<file path="config.mk">
export PLATFORM = sky130hd
export DESIGN_NAME = dec_reloc
export DESIGN_NICKNAME = d
export VERILOG_FILES = /design/src/rtl/dec_reloc_pkg.sv /design/src/rtl/dec_digit_add.sv /design/src/rtl/dec_add_chain.sv /design/src/rtl/dec_reloc.sv
export SDC_FILE = /design/constraint.sdc
export NUM_CORES = 1
export LEC_CHECK = 0
export ABC_AREA = 1
export BUFFER_PORTS_ARGS = -buffer_cell sky130_fd_sc_hd__buf_2
export CAP_MARGIN = 20
export CORE_MARGIN = 4
export CORE_UTILIZATION = 40
export DETAILED_ROUTE_END_ITERATION = 7
export GPL_TIMING_DRIVEN = 0
export PLACE_DENSITY = 0.72
export SETUP_SLACK_MARGIN = 0.15
export SLEW_MARGIN = 20
export SYNTH_ARGS = -nofsm -noshare
export SYNTH_HDL_FRONTEND = slang
export SYNTH_SLANG_ARGS = --single-unit
</file>
<file path="constraint.sdc">
create_clock -name clk -period 11.3 [get_ports clk]
set_input_delay 0.565 -clock clk [delete_from_list [all_inputs] [get_ports clk]]
set_output_delay 0.565 -clock clk [all_outputs]
set_load 0.02 [all_outputs]
</file>
<file path="src/rtl/dec_reloc_pkg.sv">
package dec_reloc_pkg;
  typedef logic [3:0] bcd_t;
  localparam bcd_t SIGN_NEG = 4'hD;

  function automatic logic digit_ok(input bcd_t d);
    return d <= 4'd9;
  endfunction

  function automatic bcd_t nine_comp(input bcd_t d);
    return 4'd9 - d;
  endfunction
endpackage

</file>
<file path="src/rtl/dec_digit_add.sv">
module dec_digit_add (
  input  logic [3:0] a,
  input  logic [3:0] b,
  input  logic       cin,
  output logic [3:0] s,
  output logic       cout
);
  logic [4:0] raw;
  assign raw  = {1'b0, a} + {1'b0, b} + {4'b0, cin};
  assign cout = raw > 5'd9;
  assign s    = cout ? raw[3:0] + 4'd6 : raw[3:0];
endmodule

</file>
<file path="src/rtl/dec_add_chain.sv">
module dec_add_chain #(
  parameter int DIGITS = 6
) (
  input  logic [4*DIGITS-1:0] a,
  input  logic [4*DIGITS-1:0] b,
  input  logic                cin,
  output logic [4*DIGITS-1:0] sum,
  output logic                cout
);
  logic [DIGITS:0] carry;
  assign carry[0] = cin;
  for (genvar g = 0; g < DIGITS; g++) begin : g_dig
    dec_digit_add u_d (
      .a   (a[4*g +: 4]),
      .b   (b[4*g +: 4]),
      .cin (carry[g]),
      .s   (sum[4*g +: 4]),
      .cout(carry[g+1])
    );
  end
  assign cout = carry[DIGITS];
endmodule

</file>
<file path="src/rtl/dec_reloc.sv">
module dec_reloc
  import dec_reloc_pkg::*;
#(
  parameter int          REL_DIGITS  = 5,
  parameter int          BASE_DIGITS = 3,
  parameter logic [11:0] MEM_TOP     = 12'h999
) (
  input  logic                           clk,
  input  logic                           rst_n,
  input  logic                           in_valid,
  output logic                           in_ready,
  input  logic [4*REL_DIGITS-1:0]        in_rel,
  input  logic                           in_idx_en,
  input  logic [4*(REL_DIGITS+3)-1:0]    in_idx,
  output logic                           out_valid,
  input  logic                           out_ready,
  output logic [4*(REL_DIGITS+1)-1:0]    out_abs,
  output logic                           out_viol,
  output logic                           out_err,
  input  logic                           ld_stb,
  input  logic [4*BASE_DIGITS-1:0]       ld_base,
  input  logic [4*BASE_DIGITS-1:0]       ld_limit,
  input  logic                           enter_stb,
  output logic [4*BASE_DIGITS-1:0]       cur_base,
  output logic [4*BASE_DIGITS-1:0]       cur_limit
);
  localparam int ABS_DIGITS = REL_DIGITS + 1;
  localparam int SHIFT      = ABS_DIGITS - BASE_DIGITS;
  localparam int PAD        = ABS_DIGITS - REL_DIGITS;
  localparam int IXW_DIGITS = ABS_DIGITS + 2;
  localparam int AW         = 4 * ABS_DIGITS;
  localparam int BW         = 4 * BASE_DIGITS;
  localparam logic [BW-1:0] LIMIT_OPEN = BW'(MEM_TOP);

  // base / limit registers
  logic [BW-1:0] base_q, limit_q;
  always_ff @(posedge clk) begin
    if (!rst_n || enter_stb) begin
      base_q  <= '0;
      limit_q <= LIMIT_OPEN;
    end else if (ld_stb) begin
      base_q  <= ld_base;
      limit_q <= ld_limit;
    end
  end
  assign cur_base  = base_q;
  assign cur_limit = limit_q;

  // index decode
  logic [AW-1:0] mag, idx_term;
  logic          neg;
  assign mag = in_idx[AW-1:0];
  assign neg = in_idx[4*IXW_DIGITS-1 -: 4] == SIGN_NEG;
  for (genvar g = 0; g < ABS_DIGITS; g++) begin : g_idx
    assign idx_term[4*g +: 4] = !in_idx_en ? 4'd0 :
                                neg ? nine_comp(mag[4*g +: 4]) : mag[4*g +: 4];
  end

  // relocation: rel + base*10^SHIFT, then +/- index (mod 10^ABS_DIGITS)
  logic [AW-1:0] op_rel, op_base, reloc_sum, abs_sum;
  logic          add1_cout_unused, add2_cout_unused;
  assign op_rel  = {{(4*PAD){1'b0}}, in_rel};
  assign op_base = {base_q, {(4*SHIFT){1'b0}}};

  dec_add_chain #(.DIGITS(ABS_DIGITS)) u_reloc (
    .a(op_rel), .b(op_base), .cin(1'b0), .sum(reloc_sum), .cout(add1_cout_unused)
  );
  dec_add_chain #(.DIGITS(ABS_DIGITS)) u_index (
    .a(reloc_sum), .b(idx_term), .cin(in_idx_en & neg), .sum(abs_sum), .cout(add2_cout_unused)
  );

  // non-decimal digit detection
  logic [REL_DIGITS-1:0]  rel_bad;
  logic [ABS_DIGITS-1:0]  mag_bad;
  logic [BASE_DIGITS-1:0] reg_bad;
  for (genvar g = 0; g < REL_DIGITS; g++) begin : g_rbad
    assign rel_bad[g] = !digit_ok(in_rel[4*g +: 4]);
  end
  for (genvar g = 0; g < ABS_DIGITS; g++) begin : g_mbad
    assign mag_bad[g] = in_idx_en && !digit_ok(mag[4*g +: 4]);
  end
  for (genvar g = 0; g < BASE_DIGITS; g++) begin : g_gbad
    assign reg_bad[g] = !digit_ok(base_q[4*g +: 4]) || !digit_ok(limit_q[4*g +: 4]);
  end

  logic          err_c, viol_c;
  logic [BW-1:0] top;
  assign err_c  = |{rel_bad, mag_bad, reg_bad};
  assign top    = abs_sum[AW-1 -: BW];
  assign viol_c = err_c || (top < base_q) || (top > limit_q);

  // output register with valid/ready
  assign in_ready = !out_valid || out_ready;
  always_ff @(posedge clk) begin
    if (!rst_n) begin
      out_valid <= 1'b0;
      out_abs   <= '0;
      out_viol  <= 1'b0;
      out_err   <= 1'b0;
    end else if (in_ready) begin
      out_valid <= in_valid;
      if (in_valid) begin
        out_abs  <= abs_sum;
        out_viol <= viol_c;
        out_err  <= err_c;
      end
    end
  end

  logic unused_bits;
  assign unused_bits = ^{add1_cout_unused, add2_cout_unused, in_idx[4*IXW_DIGITS-5 -: 4]};
endmodule

</file>
==> impl_metrics.csv, run 1 <==
group,metric,value,unit
finish,multi_input_area,4352,µm²
route,wire_per_inst,14.06,µm
finish,finalNetCount,1200,
finish,syn2layout_area_growth,31.76,%
global_route,grt_overflow_total,0,
sta,finClkSkew,0.003836,ns
floorplanning,die_x,126.5,µm
placed_design,port_buffers,130,
setup_path,cpMostUsedCell,"inv_2",
sta,fmax,92.18,MHz
sta,worst_pin_slew,0.6137,ns
status,status,"complete, no violations",
setup_path,cp.required,11.49,ns
global_route,antenna_found_initial,0,
clocking,path_clk_slew,0.07,ns
route,antenna_left,0,
clocking,htree_levels,2,
yosys,syn_nets,1022,
route,drt_iter0_drc,361,
sta,final.min_clock_period,10.85,ns
setup_path,max_stage_delay,0.48,ns
route,wl,16.88,mm
yosys,synth-async-reset-ratio,0,%
sta,fin_crit_sh,96.01,%
yosys,ys_warn_count,0,
floorplanning,core_area,13830,µm²
placed_design,dpl_cell_area,6510,µm²
sta,rsz0062_at_grt,"true",
floorplanning,die-height,126.5,µm
hold_path,hp-class,"reg -> reg",
finish,fillCellCount,1318,
clocking,cts_sinks,51,
yosys,synth_flop_cell,"dfxtp_1",
finish,antenna_cells,0,
finish,utilization,53.50,%
flow_run,drv_cap,0,
floorplanning,dieArea,15990,µm²
route,remaining_drc_errors,0,
yosys,yosysTopAreaCellShare,18.19,%
clocking,clockBufferDepth,2,
route,vias,5989,
setup_path,cp-end-kind,"flip-flop",
power_and_ir_drop,power,1825,µW
sta,finalSetupViolCount,0,
power_and_ir_drop,power_frac_clock,8.5,%
sta,fin_hold_ws,0.4662,ns
yosys,synth_area,5614,µm²
sta,relSlewSlack,59.09,%
placed_design,place_hpwl,13.12,mm
clocking,holdBufCountCts,0,
clocking,clk_latency,0.29,ns
clocking,numCtsBuffers,5,
sta,hold_viol,0,
floorplanning,rows,43,
power_and_ir_drop,sw_frac_of_total,49.55,%
setup_path,crit_slowest_cell,"fa_2",
setup_path,worstPathMaxFanout,5,
yosys,synthTopCellsByArea,"dfxtp_1 18%, ha_1 18%, nand2_1 12%",
route,firstDrtPassIters,5,
floorplanning,boundaryPins,135,
yosys,ys_ff_latch,51,
power_and_ir_drop,ir_worst_vdd,139.0,µV
floorplanning,start_util,40.60,%
sta,slew_viol_final,0,
placed_design,gp_congestion,0.9382,
yosys,ys_seq_area_share,18.19,%
setup_path,critPathKind,"in -> reg",
yosys,synth_edf_count,0,
power_and_ir_drop,sequentialPowerShare,12.3,%
power_and_ir_drop,leakagePower,0.004003,µW
power_and_ir_drop,p_comb_share,79.2,%
global_route,grt_pass1_wl,26.46,mm
global_route,grt_usage,20.04,%
yosys,yosys.area.top_type,"dfxtp_1",
yosys,syn_inst,843,
global_route,grt_pass1_vias,5621,
global_route,grt_max_degree,15,
setup_path,cp.arrival,11.04,ns
setup_path,cp-start-kind,"input port",
clocking,cts-root-buf,"clkbuf_16",
power_and_ir_drop,powerDensity,246.7,nW/µm²
power_and_ir_drop,switchingPower,904.4,µW
clocking,cts_tree,"done",
route,via_per_inst,4.987,
yosys,synth_cell_types,35,
power_and_ir_drop,p_int,920.7,µW
finish,final_area,7397,µm²
finish,drive_gt1_share,30.26,%
yosys,avgSynthCellArea,6.660,µm²
finish,ff_latch_area,1021,µm²
## state kept, by name, indices dropped and copies added (netlist names)
| signal | cells |
|---|---|
| cur_limit | 12 |
| out_abs | 24 |
| out_viol | 1 |
| cur_base | 12 |
| out_err | 1 |
| out_valid | 1 |
## power by group through the flow
| stage | Combinational, µW | Clock, µW | Sequential [µW] |
|---|---|---|---|
| after floorplan | 794 | 0 | 255 |
| after global placement | 1050 | 0 | 227 |
| after detailed placement | 1080 | 0 | 227 |
| after CTS | 1230 | 157 | 224 |
| after global routing | 1620 | 164 | 227 |
| final | 1440 | 156 | 224 |
## area by class of cell
class | count | area share [%]
buffer | 16 | 1.116
clock buffer | 6 | 1.878
clock inverter | 1 | 0.06766
inverter | 157 | 8.170
multi-input combinational | 619 | 58.83
sequential | 51 | 13.80
tap | 180 | 3.045
timing repair buffer | 171 | 13.09
## final timing paths
kind	from	endpoint	slack, ns	cells past startpoint
max reg2reg	cur_base[0]$_SDFFE_PP0P_	out_viol$_SDFFE_PN0P_	3.43	54
min reg2reg	out_abs[11]$_SDFFE_PN0P_	out_abs[11]$_SDFFE_PN0P_	0.47	2
min	out_abs[11]$_SDFFE_PN0P_	out_abs[11]$_SDFFE_PN0P_	0.47	2
max	in_idx[31]	out_viol$_SDFFE_PN0P_	0.45	79
## critical path: cells and delay by family
family                   cells  cell delay [ns]
AO/OA/AOI/OAI                7             0.79
XOR/XNOR                     2             0.35
adder cells (fa/ha/maj)     17             5.50
buffers and inverters       24             1.70
AND/OR/NAND/NOR             29             2.16
## layout by cell type (no fill, tap or decap), drive strengths merged, types with 7 or more instances in the layout
cell type | synthesis | routed
a21o | 7 | 7
a21oi | 79 | 79
buf | 6 | 179
clkbuf | 10 | 14
dfxtp | 51 | 51
fa | 16 | 16
ha | 80 | 80
inv | 155 | 155
nand2 | 189 | 189
nand3 | 47 | 47
nand3b | 11 | 11
nor2 | 74 | 74
o21ai | 72 | 72
xnor2 | 13 | 13
xor2 | 14 | 14
## cells by family (layout without fill, tap and decap cells)
group,after synthesis,after routing,synth area share (%)
AO/OA/AOI/OAI,170,170,16.38
XOR/XNOR,27,27,5.416
adder cells (fa/ha/maj),96,96,23.53
buffers and inverters,173,351,11.70
flip-flops,51,51,18.19
AND/OR/NAND/NOR,326,326,24.78
## per-layer routing
| layer | global-route usage [%] | wire (µm) | part of all wire, % |
|---|---|---|---|
| met3 | 3.284 | 1063 | 6.3 |
| met1 | 26.40 | 7440 | 44 |
| met5 | 0 | 0 | 0 |
| met2 | 34.78 | 8121 | 48 |
| met4 | 3.912 | 258 | 1.5 |
## per-stage QoR
| stage | TNS, ns | setup WS, ns | std cells |
|---|---|---|---|
| after floorplan | 0 | 0.1573 | 843 |
| after global placement | -1.695 | -1.224 | 1153 |
| after detailed placement | -2.108 | -1.371 | 1153 |
| after CTS | 0 | 0.1565 | 1182 |
| after global routing | -0.03639 | -0.03639 | 1201 |
| final | 0 | 0.4512 | 1201 |
## cells in the mapped netlist (4+ instances only)
library cell and number:
xor2_1 9, a21o_1 7, a211oi_1 4, o21ai_1 12
o211ai_1 4, buf_2 6, clkbuf_1 10, inv_2 9
dfxtp_1 51, nand3b_1 11, nand3_1 44, xnor2_2 4
nand2_1 177, o21ai_0 58, inv_1 146, a21oi_1 77
nor2_1 74, xnor2_1 9, nand2_2 10, xor2_2 5
ha_1 80, fa_1 16
## what timing repair did
action	in CTS	in global routing
pin swaps	22	46
buffers inserted	22	19
setup endpoints to repair	4	1
gates resized for setup	48	73
No activity file was read; power rests on OpenSTA's default activity.
==> inputs of run 2 (changes only) <==
- CTS_BUF_LIST: not set -> sky130_fd_sc_hd__clkbuf_8
==> run 2 against run 1 <==
  * Critical path depth down 1
  * Sequential cell count unchanged
  * Worst hold slack better by 0.0046 ns
  * Critical endpoint unchanged
==> impl_metrics.csv, run 2 (synthesized netlist as in run 1, its figures left out) <==
group,metric,value,unit
clocking,htree_levels,2,
setup_path,r2r_setup_slack,3.47,ns
sta,final.min_clock_period,10.79,ns
sta,slew_viol_final,0,
global_route,grt_usage,20.00,%
global_route,grt_overflow_total,0,
sta,fin_tns_setup,0,ns
clocking,numCtsBuffers,5,
global_route,grt_pass1_vias,5594,
global_route,grt_pass1_wl,26.40,mm
placed_design,place_hpwl,13.12,mm
route,remaining_drc_errors,0,
sta,hold_viol,0,
setup_path,rr_endpoint,"out_viol$_SDFFE_PN0P_",
hold_path,worstHoldStart,"out_abs[11]$_SDFFE_PN0P_",
sta,worst_pin_slew,0.5926,ns
flow_run,drv_cap,0,
route,via_per_inst,4.944,
sta,fmax,92.68,MHz
status,status,"complete, no violations",
hold_path,hold_path_end,"out_abs[11]$_SDFFE_PN0P_",
sta,fin_crit_sh,95.49,%
clocking,cts-root-buf,"clkbuf_8",
floorplanning,die-height,126.5,µm
power_and_ir_drop,ir_worst_vdd,127.9,µV
floorplanning,die_x,126.5,µm
hold_path,hp-class,"reg -> reg",
floorplanning,boundaryPins,135,
setup_path,cp.arrival,11.01,ns
finish,ff_latch_area,1021,µm²
floorplanning,dieArea,15990,µm²
finish,largest_reg_flops,24,
global_route,grt_max_degree,15,
sta,worst_slack,0.5101,ns
placed_design,port_buffers,130,
finish,final_cell_mix,"156 x nand2_1, 134 x buf_2, 129 x inv_1, 72 x a21oi_1, 71 x nor2_1",
sta,fin_hold_ws,0.4708,ns
route,firstDrtPassIters,5,
placed_design,preCtsSetupSlack,-1.371,ns
hold_path,min_path_cells,2,
clocking,holdBufCountCts,0,
sta,finalSetupViolCount,0,
setup_path,critPathKind,"in -> reg",
finish,fillCellCount,1334,
clocking,clockBufferDepth,2,
clocking,path_clk_slew,0.10,ns
sta,rsz0062_at_grt,"false",
route,vias,5928,
floorplanning,core_area,13830,µm²
finish,syn2layout_area_growth,30.22,%
setup_path,cp-end-kind,"flip-flop",
power_and_ir_drop,leakagePower,0.003939,µW
sta,relSlewSlack,60.50,%
setup_path,r2r_cells,51,
setup_path,cp.required,11.52,ns
floorplanning,start_util,40.60,%
finish,multi_input_area,4350,µm²
route,wl,16.70,mm
finish,finalNetCount,1196,
power_and_ir_drop,powerDensity,242.5,nW/µm²
finish,drive_gt1_share,30.29,%
setup_path,worstPathMaxFanout,5,
route,antenna_left,0,
clocking,cts_sinks,51,
sta,finClkSkew,0.008746,ns
setup_path,reg2reg_from,"cur_base[0]$_SDFFE_PP0P_",
setup_path,max_stage_delay,0.48,ns
finish,regMostFlops,"out_abs",
setup_path,crit_slowest_cell,"fa_2",
placed_design,gp_congestion,0.9382,
floorplanning,rows,43,
clocking,cts_tree,"done",
clocking,clk_latency,0.31,ns
finish,layout.cells.most_common,"nand2_1",
route,drt_iter0_drc,378,
setup_path,cp-start-kind,"input port",
global_route,antenna_found_initial,0,
route,wire_per_inst,13.93,µm
[run 2: changes by cell type in the layout (fill, tap and decap cells not counted), sizes merged]
cell / before / now
buf: 179 / 174
diode: 0 / 2
clkbuf: 14 / 15
[run 2: how the worst max path moves through the flow]
stage / startpoint / end / depth (start not counted)
2_1_floorplan: in_idx[31] / out_viol$_SDFFE_PN0P_ / 79
3_3_place_gp: in_idx[29] / out_viol$_SDFFE_PN0P_ / 80
3_5_place_dp: in_idx[29] / out_viol$_SDFFE_PN0P_ / 79
4_1_cts: in_idx[29] / out_viol$_SDFFE_PN0P_ / 79
5_1_grt: in_idx_en / out_viol$_SDFFE_PN0P_ / 75
6_report: in_idx[31] / out_viol$_SDFFE_PN0P_ / 78
[run 2: power by group]
part           leakage, µW  switching (µW)  internal, µW  total [µW]
Clock            0.0000471            64.1          48.3         112
Combinational      0.00347             814           623        1440
Sequential        0.000421            18.0           206         224
Total              0.00394             896           877        1770
[run 2: repair_timing]
item,CTS,global route
gates cloned,0,0
resized for setup,47,74
endpoints found under the setup margin,4,1
setup buffers,22,15
pin swaps,21,47
[run 2: layout make-up]
type,count,share of cell area (%)
antenna,2,0.06846
buffer,16,1.130
inverter,157,8.266
clock buffer,6,1.130
timing repair buffer,167,12.78
clock inverter,1,0.06846
sequential,51,13.97
multi-input combinational,619,59.51
tap,180,3.081
[run 2: worst max-delay path: cells and delay by family]
kind | cells | cell delay [ns]
fa+ha+maj | 17 | 5.49
simple gates | 29 | 2.12
buf+inv | 23 | 1.62
compound gates | 7 | 0.80
xor+xnor | 2 | 0.38
[run 2: per-stage QoR]
stage / std cells / utilization [%] / total power, µW / instance area [µm²]
3_5_place_dp: 1153 / 47.08 / 1303 / 6510
3_3_place_gp: 1153 / 47.08 / 1276 / 6510
4_1_cts: 1182 / 49.85 / 1569 / 6893
2_1_floorplan: 843 / - / 1049 / 5634
6_report: 1199 / 52.87 / 1773 / 7311
5_1_grt: 1197 / 52.84 / 1956 / 7306
[run 2: metal layers]
metal	wire, µm	share of wire [%]	GRT usage [%]
met3	1036	6.2	3.200
met1	7411	44	26.44
met2	8025	48	34.59
met4	228	1.4	4.038
met5	0	0	0
==> inputs of run 3 (changes only) <==
- CELL_PAD_IN_SITES_DETAIL_PLACEMENT: not set -> 0
- CELL_PAD_IN_SITES_GLOBAL_PLACEMENT: not set -> 1
- CORE_UTILIZATION: 40 -> 35
- PLACE_DENSITY: 0.72 -> 0.86
==> run 3 against run 2 <==
  * Register-to-register slack got worse by 0.15 ns
  * Routed wire length increased by 3.3%
  * First-iteration DRC count decreased by 8.2%
  * Combinational power decreased by 6%
  * Non-clock buffer count increased by 10
  * Worst hold slack got worse by 0.016 ns
  * Highest routed layer unchanged
  * Critical path depth increased by 1
  * Cell area increased by 0.55%
  * Global-route usage decreased by 1.6 points
  * Die area increased by 13%
  * Largest cell class unchanged
==> impl_metrics.csv, run 3 (synthesized netlist as in run 1, its figures left out) <==
group,metric,value,unit
finish,final_cell_mix,"158 x nand2_1, 134 x buf_2, 129 x inv_1, 73 x a21oi_1, 71 x nor2_1",
finish,utilization,46.44,%
setup_path,reg2reg_from,"cur_base[0]$_SDFFE_PP0P_",
sta,rsz0062_at_grt,"true",
sta,hold_viol,0,
finish,antenna_cells,0,
power_and_ir_drop,p_int,833.7,µW
global_route,grt_pass1_wl,26.81,mm
route,vias,5869,
sta,fmax,92.42,MHz
power_and_ir_drop,powerDensity,229.8,nW/µm²
route,drt_iter0_drc,347,
power_and_ir_drop,power_frac_clock,6.8,%
clocking,numCtsBuffers,5,
setup_path,cp.required,11.53,ns
sta,fin_tns_setup,0,ns
sta,finalSetupViolCount,0,
floorplanning,dieArea,18130,µm²
sta,final.min_clock_period,10.82,ns
power_and_ir_drop,power,1689,µW
placed_design,port_buffers,130,
finish,drive_gt1_share,30.06,%
route,firstDrtPassIters,7,
setup_path,cp-start-kind,"input port",
clocking,path_clk_slew,0.10,ns
power_and_ir_drop,sw_frac_of_total,50.65,%
finish,regMostFlops,"out_abs",
floorplanning,boundaryPins,135,
placed_design,dpl_cell_area,6555,µm²
sta,worst_pin_slew,0.6585,ns
flow_run,drv_cap,0,
clocking,cts-root-buf,"clkbuf_8",
setup_path,worstPathMaxFanout,5,
global_route,grt_pass1_vias,5565,
power_and_ir_drop,ir_worst_vdd,97.72,µV
sta,relSlewSlack,56.10,%
power_and_ir_drop,p_comb_share,79.9,%
setup_path,cp-end-kind,"flip-flop",
placed_design,gp_congestion,0.8997,
power_and_ir_drop,leakagePower,0.003974,µW
global_route,grt_usage,18.37,%
status,status,"complete, no violations",
global_route,grt_overflow_total,0,
clocking,clk_latency,0.32,ns
finish,largest_reg_flops,24,
setup_path,worstSetupStartpoint,"in_idx[31]",
route,via_per_inst,4.718,
finish,final_area,7351,µm²
clocking,htree_levels,2,
setup_path,critPathKind,"in -> reg",
finish,fillCellCount,1660,
finish,syn2layout_area_growth,30.93,%
setup_path,cpMostUsedCell,"nand2_2",
hold_path,worstHoldStart,"ld_limit[0]",
setup_path,crit_slowest_cell,"fa_2",
floorplanning,start_util,35.47,%
floorplanning,die-height,134.7,µm
sta,fin_hold_ws,0.4544,ns
clocking,cts_sinks,51,
finish,layout.cells.most_common,"nand2_1",
route,wire_per_inst,13.87,µm
floorplanning,die_x,134.7,µm
floorplanning,core_area,15830,µm²
setup_path,max_stage_delay,0.47,ns
global_route,antenna_found_initial,0,
sta,slew_viol_final,0,
floorplanning,rows,46,
sta,fin_crit_sh,95.75,%
clocking,clockBufferDepth,2,
route,wl,17.26,mm
route,remaining_drc_errors,0,
power_and_ir_drop,sequentialPowerShare,13.2,%
finish,finalNetCount,1206,
placed_design,place_hpwl,13.74,mm
route,antenna_left,0,
power_and_ir_drop,switchingPower,855.6,µW
hold_path,hp-class,"in -> reg",
setup_path,cp.arrival,11.05,ns
clocking,cts_tree,"done",
sta,finClkSkew,0.009850,ns
global_route,grt_max_degree,18,
-- run 3: changes by cell type in the layout (fill, tap and decap cells not counted), moves of 3 or more --
cell     previous run  this run
nand2_4             9         4
buf_4              38        47
ha_1               63        67
nand2_2            24        27
-- run 3: critical path: cells and delay by family --
family / cells / cell delay, ns
AO/OA/AOI/OAI: 7 / 0.76
XOR/XNOR: 2 / 0.34
adder cells (fa/ha/maj): 17 / 5.48
buffers and inverters: 24 / 1.72
AND/OR/NAND/NOR: 29 / 2.17
-- run 3: what timing repair did --
action,CTS,global route
setup endpoints to repair,4,1
gates resized for setup,49,60
setup buffers,24,23
pin swaps,18,44
hold buffers,0,0
-- run 3: metrics by stage --
stage / std cells / setup slack (ns)
after floorplan: 843 / 0.1573
after global placement: 1189 / -1.405
after detailed placement: 1189 / -1.426
after CTS: 1221 / 0.1610
after global routing: 1244 / -0.06903
final: 1244 / 0.4799
-- run 3: path summary, 6_finish.rpt --
path	to	slack, ns	cells after the start
worst min-delay path	cur_limit[0]$_SDFFE_PP1P_	0.45	3
worst max-delay path	out_viol$_SDFFE_PN0P_	0.48	79
worst max register to register	out_viol$_SDFFE_PN0P_	3.32	51
worst min register to register	out_abs[3]$_SDFFE_PN0P_	0.47	2
-- run 3: cell type report --
cell class	instances	area [µm²]	area share [%]
timing repair buffer	177	1013	13.79
clock buffer	5	68.82	0.9362
inverter	157	606.8	8.255
multi-input combinational	619	4262	57.97
clock inverter	3	23.77	0.3234
sequential	51	1021	13.89
buffer	16	85.08	1.157
tap	216	270.3	3.677
-- run 3: metal layers --
metal	up-vias	GRT usage [%]	wire, µm
met1	2606	23.80	7633
met2	181	31.74	8195
met5	-	0	0
li1	3062	-	-
met3	20	3.279	1090
met4	0	4.468	338
-- run 3: power by group through the flow --
stage / Clock (µW) / Sequential, µW / Combinational, µW
after floorplan: 0 / 255 / 794
after global placement: 0 / 227 / 1060
after detailed placement: 0 / 227 / 1080
after CTS: 118 / 223 / 1190
after global routing: 125 / 227 / 1540
final: 115 / 224 / 1350
